File: src/rtl/su_mon_pkg.sv
package su_mon_pkg;

  typedef struct packed {
    logic good;
    logic short_f;
    logic long_f;
    logic align_f;
    logic crc_f;
  } frame_flags_t;

  localparam int unsigned IRQ_N = 3;

  function automatic logic frame_error(frame_flags_t f);
    return f.short_f | f.align_f | f.crc_f;
  endfunction

  function automatic logic clean_msg(frame_flags_t f);
    return f.good & ~(f.short_f | f.long_f | f.align_f | f.crc_f);
  endfunction

endpackage

File: src/rtl/sumon_octet_run.sv
module sumon_octet_run #(
  parameter int unsigned OCT_W = 4
) (
  input  logic clk,
  input  logic rst_n,
  input  logic enter_i,
  input  logic exit_i,
  input  logic octet_i,
  output logic mode_o,
  output logic wrap_o
);

  logic [OCT_W-1:0] cnt_q;
  logic             mode_q;

  assign wrap_o = mode_q & octet_i & (cnt_q == {OCT_W{1'b1}});
  assign mode_o = mode_q;

  always_ff @(posedge clk) begin
    if (!rst_n) begin
      cnt_q  <= '0;
      mode_q <= 1'b0;
    end else begin
      if (enter_i && !mode_q)
        cnt_q <= '0;
      else if (mode_q && octet_i)
        cnt_q <= cnt_q + 1'b1;
      if (enter_i)
        mode_q <= 1'b1;
      else if (exit_i)
        mode_q <= 1'b0;
    end
  end

  AST_ENTRY_CLEARS: assert property (@(posedge clk) disable iff (!rst_n)
    $rose(mode_q) |-> cnt_q == '0);
  AST_IDLE_HOLDS: assert property (@(posedge clk) disable iff (!rst_n)
    (!mode_q && !$past(mode_q)) |-> cnt_q == $past(cnt_q));

endmodule

File: src/rtl/sumon_good_integ.sv
module sumon_good_integ #(
  parameter int unsigned GOOD_W = 8
) (
  input  logic clk,
  input  logic rst_n,
  input  logic clean_i,
  output logic wrap_o
);

  logic [GOOD_W-1:0] cnt_q;

  assign wrap_o = clean_i & (cnt_q == {GOOD_W{1'b1}});

  always_ff @(posedge clk) begin
    if (!rst_n)
      cnt_q <= '0;
    else if (clean_i)
      cnt_q <= cnt_q + 1'b1;
  end

  AST_WRAP_RESTARTS: assert property (@(posedge clk) disable iff (!rst_n)
    $past(wrap_o) |-> cnt_q == '0);

endmodule

File: src/rtl/sumon_merit.sv
module sumon_merit #(
  parameter int unsigned MERIT_W = 6
) (
  input  logic               clk,
  input  logic               rst_n,
  input  logic               inc_a_i,
  input  logic               inc_b_i,
  input  logic               dec_i,
  output logic [MERIT_W-1:0] merit_o,
  output logic               inc_o,
  output logic               dec_o
);

  localparam int unsigned SUM_W = MERIT_W + 2;
  localparam logic [MERIT_W-1:0] TOP = {MERIT_W{1'b1}};

  logic [MERIT_W-1:0] merit_q, after_inc, nxt;
  logic [SUM_W-1:0]   sum;
  logic               inc_q, dec_q, inc_ev, dec_ev;

  always_comb begin
    sum = {2'b00, merit_q} + {{(SUM_W-1){1'b0}}, inc_a_i}
                           + {{(SUM_W-1){1'b0}}, inc_b_i};
    after_inc = (sum > {2'b00, TOP}) ? TOP : sum[MERIT_W-1:0];
    inc_ev    = (after_inc != merit_q);
    dec_ev    = dec_i && (after_inc != '0);
    nxt       = dec_ev ? after_inc - 1'b1 : after_inc;
  end

  always_ff @(posedge clk) begin
    if (!rst_n) begin
      merit_q <= '0;
      inc_q   <= 1'b0;
      dec_q   <= 1'b0;
    end else begin
      merit_q <= nxt;
      inc_q   <= inc_ev;
      dec_q   <= dec_ev;
    end
  end

  assign merit_o = merit_q;
  assign inc_o   = inc_q;
  assign dec_o   = dec_q;

  AST_INC_GOES_UP: assert property (@(posedge clk) disable iff (!rst_n)
    (inc_q && !dec_q) |-> merit_q > $past(merit_q));
  AST_DEC_GOES_DOWN: assert property (@(posedge clk) disable iff (!rst_n)
    (dec_q && !inc_q) |-> merit_q < $past(merit_q));
  AST_QUIET_HOLDS: assert property (@(posedge clk) disable iff (!rst_n)
    (!inc_q && !dec_q) |-> merit_q == $past(merit_q));
  AST_NO_WRAP_TOP: assert property (@(posedge clk) disable iff (!rst_n)
    ($past(merit_q) == TOP) |-> merit_q >= TOP - 1'b1);
  AST_NO_WRAP_BOTTOM: assert property (@(posedge clk) disable iff (!rst_n)
    ($past(merit_q) == '0) |-> merit_q <= 2);
  AST_STEP_LIMIT: assert property (@(posedge clk) disable iff (!rst_n)
    32'(merit_q) <= 32'($past(merit_q)) + 2);

endmodule

File: src/rtl/su_err_monitor.sv
module su_err_monitor
  import su_mon_pkg::*;
#(
  parameter int unsigned MERIT_W = 6,
  parameter int unsigned OCT_W   = 4,
  parameter int unsigned GOOD_W  = 8
) (
  input  logic               clk,
  input  logic               rst_n,
  input  logic               msg_good_i,
  input  logic               frm_short_i,
  input  logic               frm_long_i,
  input  logic               frm_align_i,
  input  logic               frm_crc_i,
  input  logic               abort_i,
  input  logic               octet_i,
  output logic [MERIT_W-1:0] merit_o,
  output logic               merit_inc_o,
  output logic               merit_dec_o,
  output logic               short_irq_o,
  output logic               align_irq_o,
  output logic               crc_irq_o
);

  localparam logic [MERIT_W-1:0] TOP = {MERIT_W{1'b1}};

  frame_flags_t     flags;
  logic             err_ev, clean_ev, enter_ev;
  logic             oct_wrap, good_wrap, mode;
  logic [IRQ_N-1:0] err_vec, irq_q;

  assign flags = '{good: msg_good_i, short_f: frm_short_i, long_f: frm_long_i,
                   align_f: frm_align_i, crc_f: frm_crc_i};

  assign err_ev   = frame_error(flags);
  assign clean_ev = clean_msg(flags);
  assign enter_ev = abort_i | frm_long_i;

  sumon_octet_run #(.OCT_W(OCT_W)) u_oct (
    .clk(clk), .rst_n(rst_n), .enter_i(enter_ev), .exit_i(clean_ev),
    .octet_i(octet_i), .mode_o(mode), .wrap_o(oct_wrap)
  );

  sumon_good_integ #(.GOOD_W(GOOD_W)) u_good (
    .clk(clk), .rst_n(rst_n), .clean_i(clean_ev), .wrap_o(good_wrap)
  );

  sumon_merit #(.MERIT_W(MERIT_W)) u_merit (
    .clk(clk), .rst_n(rst_n), .inc_a_i(err_ev), .inc_b_i(oct_wrap),
    .dec_i(good_wrap), .merit_o(merit_o), .inc_o(merit_inc_o),
    .dec_o(merit_dec_o)
  );

  assign err_vec = {frm_crc_i, frm_align_i, frm_short_i};

  for (genvar i = 0; i < IRQ_N; i++) begin : g_irq
    always_ff @(posedge clk) begin
      if (!rst_n) irq_q[i] <= 1'b0;
      else        irq_q[i] <= err_vec[i];
    end
  end

  assign short_irq_o = irq_q[0];
  assign align_irq_o = irq_q[1];
  assign crc_irq_o   = irq_q[2];

  AST_IRQ_RAISES_MERIT: assert property (@(posedge clk) disable iff (!rst_n)
    (|irq_q) |-> (merit_inc_o || merit_o == TOP));
  AST_CLEAN_LEAVES_MODE: assert property (@(posedge clk) disable iff (!rst_n)
    ($past(clean_ev) && !$past(enter_ev)) |-> !mode);

endmodule

File: config.mk
export PLATFORM = sky130hd
export DESIGN_NAME = su_err_monitor
export DESIGN_NICKNAME = d
export VERILOG_FILES = /design/src/rtl/su_mon_pkg.sv /design/src/rtl/sumon_octet_run.sv /design/src/rtl/sumon_good_integ.sv /design/src/rtl/sumon_merit.sv /design/src/rtl/su_err_monitor.sv
export SDC_FILE = /design/constraint.sdc
export NUM_CORES = 1
export LEC_CHECK = 0
export BUFFER_PORTS_ARGS = -buffer_cell sky130_fd_sc_hd__buf_4
export CAP_MARGIN = 10
export CELL_PAD_IN_SITES_DETAIL_PLACEMENT = 2
export CELL_PAD_IN_SITES_GLOBAL_PLACEMENT = 2
export CORE_MARGIN = 4
export CORE_UTILIZATION = 35
export CTS_BUF_LIST = sky130_fd_sc_hd__clkbuf_8
export DETAILED_ROUTE_END_ITERATION = 10
export PLACE_DENSITY_LB_ADDON = 0.08
export SETUP_SLACK_MARGIN = 0.5
export SLEW_MARGIN = 20
export SYNTH_ARGS = -nofsm -noshare
export SYNTH_HDL_FRONTEND = slang
export SYNTH_SLANG_ARGS = --single-unit
File: constraint.sdc
create_clock -name clk -period 4.43 [get_ports clk]
set_clock_uncertainty 0.2 [all_clocks]
set_input_delay 0.886 -clock clk [delete_from_list [all_inputs] [get_ports clk]]
set_output_delay 0.886 -clock clk [all_outputs]
set_load 0.1 [all_outputs]
==> results.toml <==
[yosys]
netlist_area_sq_um = 1570
synthAdderAreaFrac_pct = 5.59
synthTopCellsByCount = "dfxtp_1, nand2_1, nor2_1"
synth_warnings = 0
synth_top_family_by_area = "simple AND/OR/NAND/NOR gates"
synth-seq-cells = 24
synth_compound_gate_area_share_pct = 18.0
synth-simple-area-share_pct = 31.7
synthDistinctLibCells = 49
yosys.area.top_type = "dfxtp_1"
synthMostInstantiatedCell = "dfxtp_1"
ys_top_cells_by_area = "dfxtp_1, ha_1, and2_1"
synth-edff-count = 0
ys_seq_area_share_pct = 30.6
async_flop_share_pct = 0
netlist_instances = 189
syn_nets = 205
synth_top_area_share_pct = 30.6
synth_area_per_cell_sq_um = 8.29
synth.mux.area_fraction_pct = 2.55
ys.flop_type = "dfxtp_1"
synth-xor-area-share_pct = 7.82

[power_and_ir_drop]
net-switching-power_w = 0.000179
intPower_w = 0.000387
p_comb_share_pct = 23.9
power.density_nw_per_um2 = 306
switching_share_pct = 31.6
max-vdd-ir-drop_v = 0.000118
p_seq_share_pct = 41.5
pwr-share-clk_pct = 34.6
power_leakage_nw = 0.732

[finish]
drive_gt1_share_pct = 18.6
nets = 221
fin_util_pct = 42.5
antenna_cells = 0
area_growth_pct = 18.0

[setup_path]
critPathMaxStageDelay_ns = 0.50
startpoint_type = "primary input"
critPathSlowestCell = "or3_2"
cpMostUsedCell = "ha_1"
rr_endpoint = "u_merit.merit_o[3]"
endpoint = "u_merit.merit_o[3]"
regToRegSetupSlack_ns = 1.39
worstPathMaxFanout = 8
path_cells = "buf_4, or3_2, ha_1, ha_1, ha_2, nand2_1, o22a_1, o21ai_4, nor2_1, a311o_2, and3_1"
crit-reg2reg-launch = "u_oct.mode_o"
required_ns = 4.40
critical_path_arrival_ns = 3.70
worst_r2r_path_depth = 11
cp-end-kind = "register"
startpoint = "frm_align_i"
crit_type = "in2reg"

[sta]
fin_ws_ns = 0.704
tns_ns = 0
final_hold_viol_count = 0
worst_pin_slew_ns = 0.571
maxSlewViolCount = 0
rsz0062_at_grt = "false"
finalSetupViolations = 0
slew_headroom_pct = 61.9
min_period_ns = 3.73
fmax_mhz = 268
post-route-period-util_pct = 84.1

[route]
wl_per_cell_microns = 18.1
drcViolationCount = 0
postRouteAntennaNets = 0
vias = 1462
vias_per_cell = 5.71
first_iter_violations = 43
wirelength_microns = 4640
drt_pass1_iterations = 4

[global_routing]
grt_usage_pct = 17.5
grt_pass1_vias = 1522
grt_overflow = 0
antenna_found_initial = 0
grt_pass1_wl_microns = 7490
grt_start_max_net_pins = 22

[job]
maxCapViolations = 0

[placement]
gp_congestion = 0.858
place_ws_ns = 0.158
dp_hpwl_microns = 3490
portBuffers = 19

[clock_tree]
cts_tree = "yes"
cts_setup_buffers = 0
cts_buffers = 3
clkTransAtPathRegs_ns = 0.09
cts_root_buf = "clkbuf_8"
cts.sinks = 24
cts_hold_buf = 0
htree_levels = 1
ctsLongestPathBuffers = 2
insertion_delay_ns = 0.27

[run_status]
status = "completed"

[die]
io_pins = 20
core_sq_um = 4350
die_x_microns = 74.9
start_util_pct = 36.0
dieArea_sq_um = 5610
row_count = 24
die_h_microns = 74.9

[hold_path]
hold_class = "reg2reg"
how the worst min path moves through the flow:
stage | slack, ns | cells past startpoint | startpoint | to
finish | 0.29 | 2 | u_oct.mode_o | u_oct.mode_o
global route | 0.33 | 2 | u_oct.mode_o | u_oct.mode_o
CTS | 0.30 | 2 | u_oct.mode_o | u_oct.mode_o
detailed placement | 0.28 | 2 | u_oct.mode_o | u_oct.mode_o
global placement | 0.26 | 2 | u_oct.mode_o | u_oct.mode_o
floorplan | 0.24 | 2 | u_oct.mode_o | u_oct.mode_o
through the flow:
| stage | instance area (sq um) | hold slack [ns] | std cells | total power [W] |
|---|---|---|---|---|
| 2_1_floorplan | 1570 | 0.240 | 189 | 0.000338 |
| 3_3_place_gp | 1740 | 0.257 | 252 | 0.000367 |
| 3_5_place_dp | 1740 | 0.284 | 252 | 0.000372 |
| 4_1_cts | 1820 | 0.298 | 256 | 0.000574 |
| 5_1_grt | 1850 | 0.325 | 256 | 0.000596 |
| 6_report | 1850 | 0.290 | 256 | 0.000565 |
flip-flops by register name, indices dropped and copies added, names as in the netlist:
register and count:
u_good.cnt_q 8, u_merit.merit_o 6, u_oct.cnt_q 4, align_irq_o 1, crc_irq_o 1, short_irq_o 1
u_merit.dec_o 1, u_merit.inc_o 1, u_oct.mode_o 1
routing by layer:
layer / track usage [%] / share of wire [%] / wire length, microns / vias up
li1: - / - / - / 700
met1: 23.1 / 48 / 2220 / 735
met2: 29.9 / 48 / 2220 / 23
met3: 3.34 / 3.6 / 169 / 4
met4: 3.36 / 0.65 / 30 / 0
met5: 0 / 0 / 0 / -
repair_timing:
| action | in CTS | in global routing |
|---|---|---|
| pin swaps | 0 | 1 |
| endpoints found under the hold margin | 0 | 0 |
| setup endpoints to repair | 2 | 6 |
| gates cloned | 0 | 0 |
| resized for setup | 1 | 6 |
power by group through the flow:
stage | Combinational (W) | Clock (W) | Sequential (W)
2_1_floorplan | 0.0000620 | 0 | 0.000276
3_3_place_gp | 0.000128 | 0 | 0.000239
3_5_place_dp | 0.000133 | 0 | 0.000240
4_1_cts | 0.000134 | 0.000206 | 0.000235
5_1_grt | 0.000146 | 0.000214 | 0.000236
6_report | 0.000135 | 0.000196 | 0.000235
kinds of logic (layout without fill, tap and decap cells):
logic type                 after synthesis  after routing
muxes                                    4              4
adders and majority gates                7              7
and+or+nand+nor                         83             83
buffers and inverters                   15             30
AOI/OAI and AO/OA                       42             42
xor gates and xnor gates                14             14
DFF                                     24             24
worst max-delay path: cells and delay by family:
kind | cells | cell delay [ns]
AO/OA/AOI/OAI | 3 | 0.95
AND/OR/NAND/NOR | 4 | 0.94
adder cells (fa/ha/maj) | 3 | 0.81
buffers and inverters | 1 | 0.11
area by class of cell:
cell class | count | area [sq um]
fillers | 494 | 2500
inverters | 7 | 26.3
clock inverters | 1 | 30.0
multi-input cells | 150 | 1060
repair buffers | 19 | 143
clock buffers | 3 | 41.3
well taps | 52 | 65.1
flip-flops and latches | 24 | 480
cell usage in the layout (no fill, tap or decap), types with 2 or more instances in the layout:
cell type and count:
nand3b_1 3, a21oi_1 6, nand3_1 4, nand2_1 17
inv_1 7, o21ai_0 14, and2_1 13, nand4_1 5
and3_1 2, nor2_1 15, nor3_1 3, dfxtp_1 24
xnor2_1 7, or3_1 3, mux2i_1 4, clkbuf_8 3
nor2b_1 2, o21a_1 2, xor2_1 7, buf_4 19
ha_1 6, a31oi_1 4, nand2b_1 3
No activity file was read; power rests on OpenSTA's default activity.
